==> src/rtl/t2dec_pkg.sv <==
package t2dec_pkg;
    localparam int INSN_W = 32;
    localparam int REG_W  = 4;
    localparam int OP_W   = 4;
    localparam int IMM_W  = 1 + 3 + 8;
    localparam logic [REG_W-1:0] REG_PC = REG_W'(15);
    localparam logic [REG_W-1:0] REG_SP = REG_W'(13);

    typedef enum logic [OP_W-1:0] {
        XOP_AND = 4'd0,  XOP_BIC = 4'd1,  XOP_ORR = 4'd2,  XOP_ORN = 4'd3,
        XOP_EOR = 4'd4,  XOP_MOV = 4'd5,  XOP_MVN = 4'd6,  XOP_TST = 4'd7,
        XOP_ADD = 4'd8,  XOP_TEQ = 4'd9,  XOP_ADC = 4'd10, XOP_SBC = 4'd11,
        XOP_CMN = 4'd12, XOP_SUB = 4'd13, XOP_RSB = 4'd14, XOP_CMP = 4'd15
    } xop_e;

    typedef struct packed {
        logic             valid;
        logic             hit;
        xop_e             op;
        logic [REG_W-1:0] rd;
        logic [REG_W-1:0] rn;
        logic             s;
        logic             wr_en;
        logic             illegal;
        logic             zero_a;
        logic             sp_upd;
        logic [IMM_W-1:0] imm12;
    } dec_out_t;
endpackage

==> src/rtl/t2dec_fields.sv <==
module t2dec_fields
    import t2dec_pkg::*;
(
    input  logic [INSN_W-1:0] word,
    output logic              hit,
    output logic [3:0]        opc,
    output logic              s,
    output logic [REG_W-1:0]  rn,
    output logic [REG_W-1:0]  rd,
    output logic [IMM_W-1:0]  imm12
);
    always_comb begin
        hit   = (word[31:27] == 5'b11110) && !word[25] && !word[15];
        opc   = word[24:21];
        s     = word[20];
        rn    = word[19:16];
        rd    = word[11:8];
        imm12 = {word[26], word[14:12], word[7:0]};
    end
endmodule

==> src/rtl/t2dec_opmap.sv <==
module t2dec_opmap
    import t2dec_pkg::*;
(
    input  logic [3:0]       opc,
    input  logic             s,
    input  logic [REG_W-1:0] rn,
    input  logic [REG_W-1:0] rd,
    output xop_e             op,
    output logic             is_cmp,
    output logic             zero_a,
    output logic             bad,
    output logic             addsub
);
    logic cmp_form;
    logic rn_pc;

    always_comb begin
        cmp_form = s && (rd == REG_PC);
        rn_pc    = (rn == REG_PC);
        op       = XOP_AND;
        is_cmp   = 1'b0;
        zero_a   = 1'b0;
        bad      = 1'b0;
        addsub   = 1'b0;
        unique case (opc)
            4'd0:  begin op = cmp_form ? XOP_TST : XOP_AND; is_cmp = cmp_form; end
            4'd1:  op = XOP_BIC;
            4'd2:  begin op = rn_pc ? XOP_MOV : XOP_ORR; zero_a = rn_pc; end
            4'd3:  begin op = rn_pc ? XOP_MVN : XOP_ORN; zero_a = rn_pc; end
            4'd4:  begin op = cmp_form ? XOP_TEQ : XOP_EOR; is_cmp = cmp_form; end
            4'd8:  begin op = cmp_form ? XOP_CMN : XOP_ADD; is_cmp = cmp_form; addsub = 1'b1; end
            4'd10: op = XOP_ADC;
            4'd11: op = XOP_SBC;
            4'd13: begin op = cmp_form ? XOP_CMP : XOP_SUB; is_cmp = cmp_form; addsub = 1'b1; end
            4'd14: op = XOP_RSB;
            default: bad = 1'b1;
        endcase
    end
endmodule

==> src/rtl/t2_immdp_decoder.sv <==
module t2_immdp_decoder
    import t2dec_pkg::*;
(
    input  logic              clk,
    input  logic              rst_n,
    input  logic              in_valid,
    input  logic [INSN_W-1:0] in_word,
    output logic              out_valid,
    output logic              out_hit,
    output logic [OP_W-1:0]   out_op,
    output logic [REG_W-1:0]  out_rd,
    output logic [REG_W-1:0]  out_rn,
    output logic              out_s,
    output logic              out_wr_en,
    output logic              out_illegal,
    output logic              out_zero_a,
    output logic              out_sp_upd,
    output logic [IMM_W-1:0]  out_imm12
);
    logic             f_hit, f_s;
    logic [3:0]       f_opc;
    logic [REG_W-1:0] f_rn, f_rd;
    logic [IMM_W-1:0] f_imm;
    xop_e             m_op;
    logic             m_cmp, m_zero, m_bad, m_addsub;
    dec_out_t         dec_d, dec_q;

    t2dec_fields u_fields (
        .word(in_word), .hit(f_hit), .opc(f_opc), .s(f_s),
        .rn(f_rn), .rd(f_rd), .imm12(f_imm)
    );

    t2dec_opmap u_opmap (
        .opc(f_opc), .s(f_s), .rn(f_rn), .rd(f_rd), .op(m_op),
        .is_cmp(m_cmp), .zero_a(m_zero), .bad(m_bad), .addsub(m_addsub)
    );

    always_comb begin
        logic illegal;
        illegal       = m_bad || ((f_rd == REG_PC) && !m_cmp);
        dec_d         = '0;
        dec_d.valid   = in_valid;
        dec_d.hit     = f_hit;
        dec_d.rd      = f_rd;
        dec_d.rn      = f_rn;
        dec_d.s       = f_s;
        dec_d.imm12   = f_imm;
        dec_d.op      = XOP_AND;
        if (f_hit) begin
            dec_d.illegal = illegal;
            if (!illegal) begin
                dec_d.op     = m_op;
                dec_d.wr_en  = !m_cmp;
                dec_d.zero_a = m_zero;
                dec_d.sp_upd = m_addsub && (f_rd == REG_SP) && (f_rn == REG_SP);
            end
        end
    end

    always_ff @(posedge clk or negedge rst_n) begin
        if (!rst_n) dec_q <= '0;
        else        dec_q <= dec_d;
    end

    assign out_valid   = dec_q.valid;
    assign out_hit     = dec_q.hit;
    assign out_op      = dec_q.op;
    assign out_rd      = dec_q.rd;
    assign out_rn      = dec_q.rn;
    assign out_s       = dec_q.s;
    assign out_wr_en   = dec_q.wr_en;
    assign out_illegal = dec_q.illegal;
    assign out_zero_a  = dec_q.zero_a;
    assign out_sp_upd  = dec_q.sp_upd;
    assign out_imm12   = dec_q.imm12;

    a_r1_valid_follows: assert property (@(posedge clk) disable iff (!rst_n)
        in_valid |=> out_valid);
    a_r2_outside_quiet: assert property (@(posedge clk) disable iff (!rst_n)
        (in_word[31:27] != 5'b11110) |=> (!out_wr_en && !out_illegal && out_op == 4'd0));
    a_r4_imm_field: assert property (@(posedge clk) disable iff (!rst_n)
        1'b1 |=> out_imm12 == {$past(in_word[26]), $past(in_word[14:12]), $past(in_word[7:0])});
    a_r8_tst_alias: assert property (@(posedge clk) disable iff (!rst_n)
        (in_word[31:27] == 5'b11110 && !in_word[25] && !in_word[15] &&
         in_word[24:21] == 4'd0 && in_word[20] && in_word[11:8] == 4'd15)
        |=> (out_op == 4'd7 && !out_wr_en && !out_illegal));
    a_r9_illegal_no_write: assert property (@(posedge clk) disable iff (!rst_n)
        out_illegal |-> (!out_wr_en && !out_sp_upd && !out_zero_a));
    a_r7_mov_alias: assert property (@(posedge clk) disable iff (!rst_n)
        (in_word[31:27] == 5'b11110 && !in_word[25] && !in_word[15] &&
         in_word[24:21] == 4'd2 && in_word[19:16] == 4'd15 && in_word[11:8] != 4'd15)
        |=> (out_op == 4'd5 && out_zero_a && out_wr_en));
endmodule

==> config.mk <==
export PLATFORM = sky130hd
export DESIGN_NAME = t2_immdp_decoder
export DESIGN_NICKNAME = d
export VERILOG_FILES = /design/src/rtl/t2dec_pkg.sv /design/src/rtl/t2dec_fields.sv /design/src/rtl/t2dec_opmap.sv /design/src/rtl/t2_immdp_decoder.sv
export SDC_FILE = /design/constraint.sdc
export NUM_CORES = 1
export LEC_CHECK = 0
export ABC_AREA = 0
export BUFFER_PORTS_ARGS = -buffer_cell sky130_fd_sc_hd__buf_2
export CORE_ASPECT_RATIO = 2
export CORE_MARGIN = 3
export CORE_UTILIZATION = 45
export CTS_BUF_LIST = sky130_fd_sc_hd__clkbuf_16
export DETAILED_ROUTE_END_ITERATION = 10
export GPL_TIMING_DRIVEN = 1
export PLACE_DENSITY_LB_ADDON = 0.3
export REMOVE_ABC_BUFFERS = 1
export SYNTH_ARGS = -nofsm -noshare
export SYNTH_HDL_FRONTEND = slang
export SYNTH_HIERARCHICAL = 1
export SYNTH_SLANG_ARGS = --single-unit
==> constraint.sdc <==
create_clock -name clk -period 0.8 [get_ports clk]
set_input_delay 0.08 -clock clk [delete_from_list [all_inputs] [get_ports clk]]
set_output_delay 0.08 -clock clk [all_outputs]
set_load 0.02 [all_outputs]
[Yosys cells after proc, flatten, opt, wreduce, memory -nomap -nowiden]
Index checks and enable logic that the tools add are counted.
Storage, ports and cells
  input port bits: 35
  logic and storage cells: 56
  register bits: 31
  output and inout bits: 31
Cells by class
  reduce and logical (&&, ||, !) cells: 15
  mux-type cells: 16
  equality and inequality tests: 14
Operators by type and width (number)
  $pmux W4 S10: 1
  $eq A4 B4 Y1 const B: 9
  $mux W4: 4
  $mux W3: 4
  $reduce_or A10 Y1: 1
  $eq A4 B2 Y1 const B: 2
  $logic_and A1 B1 Y1: 6
  $eq A5 B5 Y1 const B: 1
  $mux W1: 5
  $eq A4 B1 Y1 const B: 1
  $eq A4 B3 Y1 const B: 1
  $logic_not A4 Y1: 1
  $mux W2: 2
  $reduce_or A2 Y1: 2
  $reduce_or A4 Y1: 1
  $logic_not A1 Y1: 3
  $logic_or A1 B1 Y1: 1

[Depth between registers and ports, before layout]
Gate-level depths: netlist of run 1.
  word-level depth: 8
  depth in mapped cells: 8
  gate-level depth less buffers: 6

[Hierarchy]
The synthesis of run 1 kept the hierarchy.
By module, submodules not included
  t2_immdp_decoder: sequential area each 775.7 sq um, instances 1, area each 959.7 sq um, cells each 53
  t2dec_opmap: sequential area each 0.0 sq um, instances 1, area each 256.5 sq um, cells each 42
  t2dec_fields: sequential area each 0.0 sq um, instances 1, area each 211.5 sq um, cells each 28

[Least setup slack after synthesis of run 1]
No wires, ideal clock.
  kind: input-to-reg
  from: input in_word[24]
  to: register dec_q, in the netlist out_sp_upd
  setup time: 0.096 ns
  arrival time: 1.333 ns
  buffers on the path: 2
  required time: 0.704 ns
  setup slack: -0.629 ns
  stages: 8
  path through: buf_4 > buf_2 > and2b_2 > xor2_1 > o21ai_0 > o31ai_1 > nand2b_4 > nor4_2
RTL lines
  start: declaration: RTL line t2_immdp_decoder.sv:7  | input logic [INSN_W-1:0] in_word,
  end signal: assignment: RTL line t2_immdp_decoder.sv:61  | if (!rst_n) dec_q <= '0;
  end signal: assignment: RTL line t2_immdp_decoder.sv:62  | else dec_q <= dec_d;
  end: declaration: RTL line t2_immdp_decoder.sv:26  | dec_out_t dec_d, dec_q;

==> summary.txt, run 1 <==
die area: 3930 um^2
Setup crit start kind: input pin
total congestion overflow: 0
first-pass GRT wire length: 6500 um
cells after synthesis: 123
total power: 4.39 mW
Rows: 28
synth warn: 6
CTS sink cnt: 31
Initial Util: 47.4%
Avg WL per Cell: 18.0 um
Worst Setup Slack, final: -0.305 ns
Setup Viol. Count Final: 39
fraction of registers with async set/reset: 100%
Max Cap Viol: 0
RSZ-0062 raised after global routing: true
Final Util: 78.2%
Crit Path Class: in -> reg
Critical Path Fanout Max: 9
status: finished with violations
global-route usage over all layers: 23.6%
diode count: 0
total wire length: 4260 um
Peak VDD IR: 1810 uV
Post-DRT Antenna Nets: 0
vias in the first global route: 1362
TritonCTS clock tree: done
critical path endpoint category: flip-flop
failing checks: setup timing
Hold Path Class: in -> reg
Placed Cells: 208
Top FF cell, synth: dfrtp_1
I/O pins: 66
Synth top area share: 54.3%
min Tclk post-route: 1.10 ns
post-synth top area cell: dfrtp_1
Seq/Total Area, Yosys: 54.3%
Fmax: 905 MHz
Vias/cell: 5.12
fillcell total: 177
commonest cells in the synthesized netlist: 31 x dfrtp_1, 25 x buf_4, 6 x a211oi_2, 6 x inv_1
Bufs on Longest Clock Path: 2
global placer's final weighted congestion: 0.824
fin. max-slew vios: 0
Core Footprint: 3010 um^2
post-detail-place hpwl: 2400 um
WP data arrival: 1.28 ns
count of cell types in the netlist: 36
Syn Area/Cell: 11.6 um^2
pin count of the biggest net entering global routing: 32
most common cell in the netlist: dfrtp_1
# port buffers: 65
Worst Tran Pin Value: 0.359 ns
# nets final: 242
power density cells: 1870 nW/um^2
CTS buffer count: 5
final hold vios: 0
critical path required time: 0.98 ns
CTS root buf: clkbuf_16
Hold Slack: 0.0365 ns
max_slew headroom: 76.1%
Post-DP Area: 1730 um^2
Die X: 45.8 um
share of post-route cells with drive strength above 1: 56.0%
Layout area overhead: 65.0%
top cells by area, synth: dfrtp_1 54%, buf_4 13%, a211oi_2 5.3%
H-tree Lvls: 2
total vias in the final route: 1213
EDFF count, synth: 0
Yosys reg bits: 31
Post-route DRC: 0
Synth Cell Area: 1430 um^2
Final Instance Area: 2360 um^2
clock-pin slew on the worst setup and hold paths: 0.05 ns
first-pass iteration count of the detailed router: 4
drt first-iter violations: 25
initial antenna violation count: 0
fin cells: 237
die span in y: 85.7 um
Final Cycle Share: 138%
Static Leakage: 1.13 nW
## registers in the layout, summed over array words and instances, names as in the netlist, 4 cells and up
| register | cells |
|---|---|
| out_imm12 | 12 |
| out_op | 4 |
| out_rd | 4 |
| out_rn | 4 |
## power breakdown
group          internal [mW]  switching [mW]  total [mW]
sequential              1.63          0.0324        1.66
combinational          0.368           0.318       0.686
clock                   1.43           0.611        2.05
## layout make-up
cell class                 instances  area, um^2  share of cell area, %
timing repair buffer             107         915                   38.8
inverter                           6        22.5                  0.956
clock inverter                     2        33.8                   1.43
tap                               30        37.5                   1.59
clock buffer                       5         125                   5.31
multi-input combinational         56         447                   19.0
sequential                        31         776                   32.9
## path summary, 6_finish.rpt
check                             from      endpoint  slack [ns]  cells after the start
setup / recovery           in_word[21]     out_op[2]       -0.30                      6
hold / removal             in_word[16]     out_rn[0]        0.04                      2
max in group asynchronous        rst_n  out_imm12[0]        0.34                      3
min in group asynchronous        rst_n     out_op[3]        0.29                      3
## per-layer routing
layer / GRT usage [%] / up-vias / wire, um
li1: - / 561 / -
met1: 20.3 / 595 / 1310
met2: 46.6 / 49 / 2640
met3: 4.20 / 8 / 214
met4: 11.1 / 0 / 97
met5: 0 / - / 0
## timing repair
| action | 4_1_cts | 5_1_grt |
|---|---|---|
| pin swaps | 9 | 3 |
| endpoints found under the setup margin | 39 | 39 |
| endpoints found under the hold margin | 49 | 0 |
| resized for setup | 73 | 5 |
| setup buffers | 3 | 0 |
| hold buffers | 19 | 0 |
## metrics by stage
| step | worst slack, ns | setup TNS, ns |
|---|---|---|
| after floorplan | -0.367 | -2.33 |
| after global placement | -0.513 | -3.65 |
| after detailed placement | -0.558 | -4.01 |
| after CTS | -0.189 | -2.71 |
| after global routing | -0.318 | -4.13 |
| final | -0.305 | -3.22 |
## critical path: stages
cell      delay, ns
buf_6          0.09
buf_6          0.12
or4_4          0.53
a31oi_2        0.19
inv_1          0.09
a211oi_2       0.18
## placed cells by master, fill, tap and decap left out, types with 2 or more instances in the layout
cell and count:
nand2_1 4, buf_4 20, clkbuf_16 5, nand2b_1 2, buf_6 35, inv_1 7
nand3b_1 2, nor2b_1 2, o21ai_0 3, nor2_1 3, buf_2 32, dfrtp_1 31
a21oi_1 3, xor2_1 2, dlygate4sd3_1 19, nor4_2 2, a211oi_2 6
## logic make-up after synthesis
| kind of cell | synth area share, % |
|---|---|
| AOI/OAI and AO/OA | 12.1 |
| buffers and inverters | 17.3 |
| muxes | 0.701 |
| xor gates and xnor gates | 1.23 |
| and+or+nand+nor | 14.4 |
| DFF | 54.3 |
(Power assumes the default switching activity.)
==> run 2: changes to the inputs <==
==> constraint.sdc (replaced) <==
create_clock -name clk -period 0.8 [get_ports clk]
set_input_delay 0.12 -clock clk [delete_from_list [all_inputs] [get_ports clk]]
set_output_delay 0.12 -clock clk [all_outputs]
set_load 0.02 [all_outputs]
==> summary.txt, run 2 (synthesis gave the netlist of run 1 again) <==
status: finished with violations
failing checks: setup timing
Bufs on Longest Clock Path: 2 (unchanged)
Setup TNS: -4.42 ns (-1.20 ns)
Layout area overhead: 63.4%
Avg WL per Cell: 17.3 um (-3.5%)
total power: 4.37 mW (-0.64%)
share of post-route cells with drive strength above 1: 56.1% (+0.059 points)
total vias in the final route: 1201 (-0.99%)
critical path endpoint category: flip-flop
WP data arrival: 1.28 ns (about the same)
commonest non-fill, non-tap cell in the layout: buf_6
most frequent cells in the layout: 35 x buf_6, 32 x buf_2, 31 x dfrtp_1
Clk network pwr share: 46.4% (-0.2 points)
sw power: 0.941 mW (-2.2%)
Worst Tran Pin Value: 0.358 ns (-0.000741 ns)
Static Leakage: 1.12 nW (-0.92%)
die area: 3930 um^2 (unchanged)
Vias/cell: 5.11 (-0.15%)
power density cells: 1870 nW/um^2 (+0.38%)
first-pass GRT wire length: 6340 um (-2.4%)
Worst Setup Slack, final: -0.311 ns (-0.00639 ns)
Post-DRT Antenna Nets: 0 (unchanged)
min Tclk post-route: 1.11 ns (+0.00639 ns)
first-pass iteration count of the detailed router: 4 (unchanged)
Sw Share: 21.5% (-0.35 points)
fillcell total: 183 (+3.4%)
pin count of the biggest net entering global routing: 32 (unchanged)
initial antenna violation count: 0 (unchanged)
Max Cap Viol: 0 (unchanged)
Hold Slack: 0.0203 ns (-0.0162 ns)
Initial Util: 47.4% (unchanged)
CTS sink cnt: 31 (unchanged)
total congestion overflow: 0 (unchanged)
diode count: 0 (unchanged)
post-detail-place hpwl: 2400 um (unchanged)
final hold vios: 0 (unchanged)
Reg power frac: 38.0% (+0.2 points)
Internal: 3.43 mW (-0.19%)
die span in y: 85.7 um (unchanged)
combinational share of power: 15.5% (about the same)
Setup Viol. Count Final: 39 (unchanged)
# port buffers: 65 (unchanged)
fin. max-slew vios: 0 (unchanged)
Setup crit start kind: input pin
Peak VDD IR: 1230 uV (-32%)
CTS root buf: clkbuf_16
Final Cycle Share: 139% (+0.80 points)
drt first-iter violations: 28 (+12%)
CTS buffer count: 5 (unchanged)
Fmax: 900 MHz (-0.58%)
max_slew headroom: 76.1% (about the same)
vias in the first global route: 1363 (+0.073%)
# nets final: 240 (-0.83%)
I/O pins: 66 (unchanged)
RSZ-0062 raised after global routing: true
H-tree Lvls: 2 (unchanged)
fin cells: 235 (-0.84%)
Hold Path Class: in -> reg
Die X: 45.8 um (unchanged)
max reg flops: 12 (unchanged)
global placer's final weighted congestion: 0.824 (unchanged)
Rows: 28 (unchanged)
critical path required time: 0.97 ns (about the same)
Final Util: 77.4% (-0.79 points)
Crit Path Class: in -> reg
Critical Path Fanout Max: 9 (unchanged)
global-route usage over all layers: 22.8% (-0.82 points)
Core Footprint: 3010 um^2 (unchanged)
clock-pin slew on the worst setup and hold paths: 0.05 ns (about the same)
total wire length: 4080 um (-4.3%)
Placed Cells: 208 (unchanged)
Post-route DRC: 0 (unchanged)
TritonCTS clock tree: done
run 2: changes by cell type in the layout (fill, tap and decap cells not counted), sizes merged:
cell / previous run / this run
dlygate4sd3: 19 / 17
run 2: per-stage QoR:
step / instance area [um^2] / setup slack (ns)
3_3_place_gp: 1730 / -0.553
3_5_place_dp: 1730 / -0.598
6_report: 2330 / -0.311
2_1_floorplan: 1200 / -0.407
5_1_grt: 2330 / -0.335
4_1_cts: 2320 / -0.229
run 2: repair_timing:
item	CTS	global route
setup endpoints to repair	39	39
pin swaps	9	5
resized for setup	73	6
setup buffers	3	0
hold endpoints to repair	47	0
cloned	0	0
hold buffers	17	0
run 2: metal layers:
metal	wire, um	vias up	global-route usage, %	part of all wire, %
met3	199	12	3.78	4.9
met4	137	0	11.1	3.4
met5	0	-	0	0
met1	1250	577	20.0	31
li1	-	557	-	-
met2	2480	55	44.6	61
run 2: worst max-delay path, cell delays in order:
cell and delay [ns]:
buf_6 0.09, buf_6 0.12, or4_4 0.52, a31oi_2 0.17, inv_1 0.08, a211oi_2 0.17
run 2: power groups by stage:
stage | registers (mW) | clock network [mW] | logic (mW)
detailed placement | 1.67 | 0 | 0.484
finish | 1.66 | 2.03 | 0.678
global route | 1.66 | 2.14 | 0.724
floorplan | 1.75 | 0 | 0.105
global placement | 1.66 | 0 | 0.468
CTS | 1.66 | 2.03 | 0.650
run 2: layout make-up:
type / count / area, um^2 / area share (%)
multi-input cells: 56 / 443 / 19.0
clock buffers: 5 / 125 / 5.36
well taps: 30 / 37.5 / 1.61
flip-flops and latches: 31 / 776 / 33.3
clock inverters: 2 / 33.8 / 1.45
inverters: 6 / 22.5 / 0.966
repair buffers: 105 / 895 / 38.4
run 2: final timing paths:
check                             from            to  cells after the start
hold / removal             in_word[11]     out_rd[3]                      1
min in group asynchronous        rst_n  out_imm12[3]                      3
max in group asynchronous        rst_n     out_op[2]                      3
setup / recovery           in_word[21]     out_op[2]                      6
==> run 3: changes to the inputs <==
- CORE_MARGIN: 3 -> 2
- REMOVE_ABC_BUFFERS: 1 -> unset
==> summary.txt, run 3 (synthesis gave the netlist of run 1 again) <==
Max Cap Viol: 0 (unchanged)
M2 GR Usage: 34.9% (-9.7 points)
RSZ-0062 raised after global routing: true
global placer's final weighted congestion: 0.856 (+3.9%)
area of the multi-input gates: 453 um^2 (+2.3%)
H-tree Lvls: 2 (unchanged)
# port buffers: 65 (unchanged)
Net Count, Synth: 158
met1 usage: 20.3% (+0.31 points)
Avg WL per Cell: 14.5 um (-17%)
Static Leakage: 1.17 nW (+4.4%)
share of post-route cells with drive strength above 1: 56.9% (+0.77 points)
Critical Path Fanout Max: 5 (-4)
CTS buffer count: 5 (unchanged)
initial antenna violation count: 0 (unchanged)
Post-DRT Antenna Nets: 0 (unchanged)
most frequent cells in the layout: 36 x buf_6, 31 x dfrtp_1, 28 x buf_2
Sequential Area: 776 um^2 (unchanged)
Reg power frac: 37.1% (-0.9 points)
CTS root buf: clkbuf_16
startpoint of the worst hold path: in_word[16]
total vias in the final route: 1186 (-1.2%)
I/O pins: 66 (unchanged)
Layout area overhead: 69.9%
# nets final: 245 (+2.1%)
routing usage on met3: 5.41% (+1.6 points)
critical path required time: 0.98 ns (about the same)
failing checks: setup timing
max_slew headroom: 76.1% (about the same)
diode count: 0 (unchanged)
Die X: 43.8 um (-4.4%)
pin count of the biggest net entering global routing: 21 (-34%)
Worst Tran Pin Value: 0.359 ns (+0.000726 ns)
Rows: 29 (+3.6%)
commonest non-fill, non-tap cell in the layout: buf_6
first-pass iteration count of the detailed router: 4 (unchanged)
drt first-iter violations: 22 (-21%)
Worst Setup Slack, final: -0.266 ns (+0.0451 ns)
clock-pin slew on the worst setup and hold paths: 0.05 ns (about the same)
total power: 4.46 mW (+2.2%)
sw power: 0.987 mW (+4.9%)
global route hottest layer: met2
combinational share of power: 15.5% (about the same)
status: finished with violations
Critical Path Start: in_word[8]
Peak VDD IR: 1880 uV (+53%)
Bufs on Longest Clock Path: 2 (unchanged)
Clk network pwr share: 47.3% (+0.9 points)
WP data arrival: 1.25 ns (-0.03 ns)
min Tclk post-route: 1.07 ns (-0.0451 ns)
CTS sink cnt: 31 (unchanged)
max reg flops: 12 (unchanged)
fillcell total: 167 (-8.7%)
Post-route DRC: 0 (unchanged)
Setup Viol. Count Final: 39 (unchanged)
fin. max-slew vios: 0 (unchanged)
post-detail-place hpwl: 2120 um (-12%)
Sw Share: 22.1% (+0.56 points)
critical path endpoint category: flip-flop
Post-DP Area: 1770 um^2 (+2.5%)
first-pass GRT wire length: 5350 um (-16%)
Internal: 3.48 mW (+1.5%)
Crit Path Class: in -> reg
Fmax: 938 MHz (+4.2%)
Core Footprint: 3080 um^2 (+2.4%)
total congestion overflow: 0 (unchanged)
die area: 3670 um^2 (-6.6%)
Setup crit start kind: input pin
die span in y: 83.7 um (-2.3%)
global-route usage over all layers: 19.5% (-3.3 points)
final hold vios: 0 (unchanged)
Hold Path Class: in -> reg
power density cells: 1840 nW/um^2 (-1.7%)
vias in the first global route: 1176 (-14%)
total wire length: 3500 um (-14%)
TritonCTS clock tree: done
Final Instance Area: 2420 um^2 (+4.0%)
Vias/cell: 4.90 (-4.1%)
Initial Util: 46.3% (-1.1 points)
Final Cycle Share: 133% (-5.6 points)
==> run 3: what timing repair did <==
action | CTS | global route
hold endpoints to repair | 25 | 1
hold buffers | 15 | 1
setup endpoints to repair | 39 | 39
buffers inserted | 2 | 2
pin swaps | 7 | 11
gates resized for setup | 71 | 19
==> run 3: path summary, 6_finish.rpt <==
check,to,slack (ns),depth (start not counted)
max in group asynchronous,out_op[0],0.14,3
setup / recovery,out_op[2],-0.27,7
min in group asynchronous,out_imm12[3],0.26,2
hold / removal,out_rn[0],0.06,2
==> run 3: area by class of cell <==
type / instances / share of cell area, %
Timing Repair Buffer: 110 / 39.8
Clock buffer: 5 / 5.16
Inverter: 6 / 0.929
Multi-Input combinational cell: 56 / 18.7
Tap cell: 31 / 1.60
Clock inverter: 3 / 1.81
Sequential cell: 31 / 32.0
==> run 3: power groups by stage <==
stage | Combinational (mW) | Sequential (mW) | Clock (mW)
2_1_floorplan | 0.245 | 1.75 | 0
3_5_place_dp | 0.496 | 1.67 | 0
3_3_place_gp | 0.490 | 1.66 | 0
6_report | 0.694 | 1.66 | 2.11
4_1_cts | 0.643 | 1.66 | 2.12
5_1_grt | 0.745 | 1.66 | 2.22
==> run 3: worst max-delay path, cell delays in order <==
cell and delay, ns:
buf_8 0.08, nand3_4 0.09, buf_6 0.13, nor3_4 0.19, o21a_1 0.19, and2b_4 0.23
a211oi_2 0.22
==> run 3: routing by layer <==
layer	vias to the layer above	part of all wire [%]
met3	7	6.3
met2	56	59
li1	566	-
met1	557	33
met5	-	0
met4	0	1.6
==> run 3: per-stage QoR <==
step | util, % | setup TNS, ns | instances | worst slack, ns | hold slack [ns]
6_report | 78.6 | -4.63 | 242 | -0.266 | 0.0621
5_1_grt | 78.6 | -5.69 | 242 | -0.302 | 0.0669
4_1_cts | 75.6 | -4.28 | 239 | -0.210 | 0.00137
3_5_place_dp | 57.5 | -4.16 | 214 | -0.534 | 0.0191
3_3_place_gp | 57.5 | -3.94 | 214 | -0.513 | 0.0148
2_1_floorplan | - | -3.71 | 123 | -0.505 | -0.176
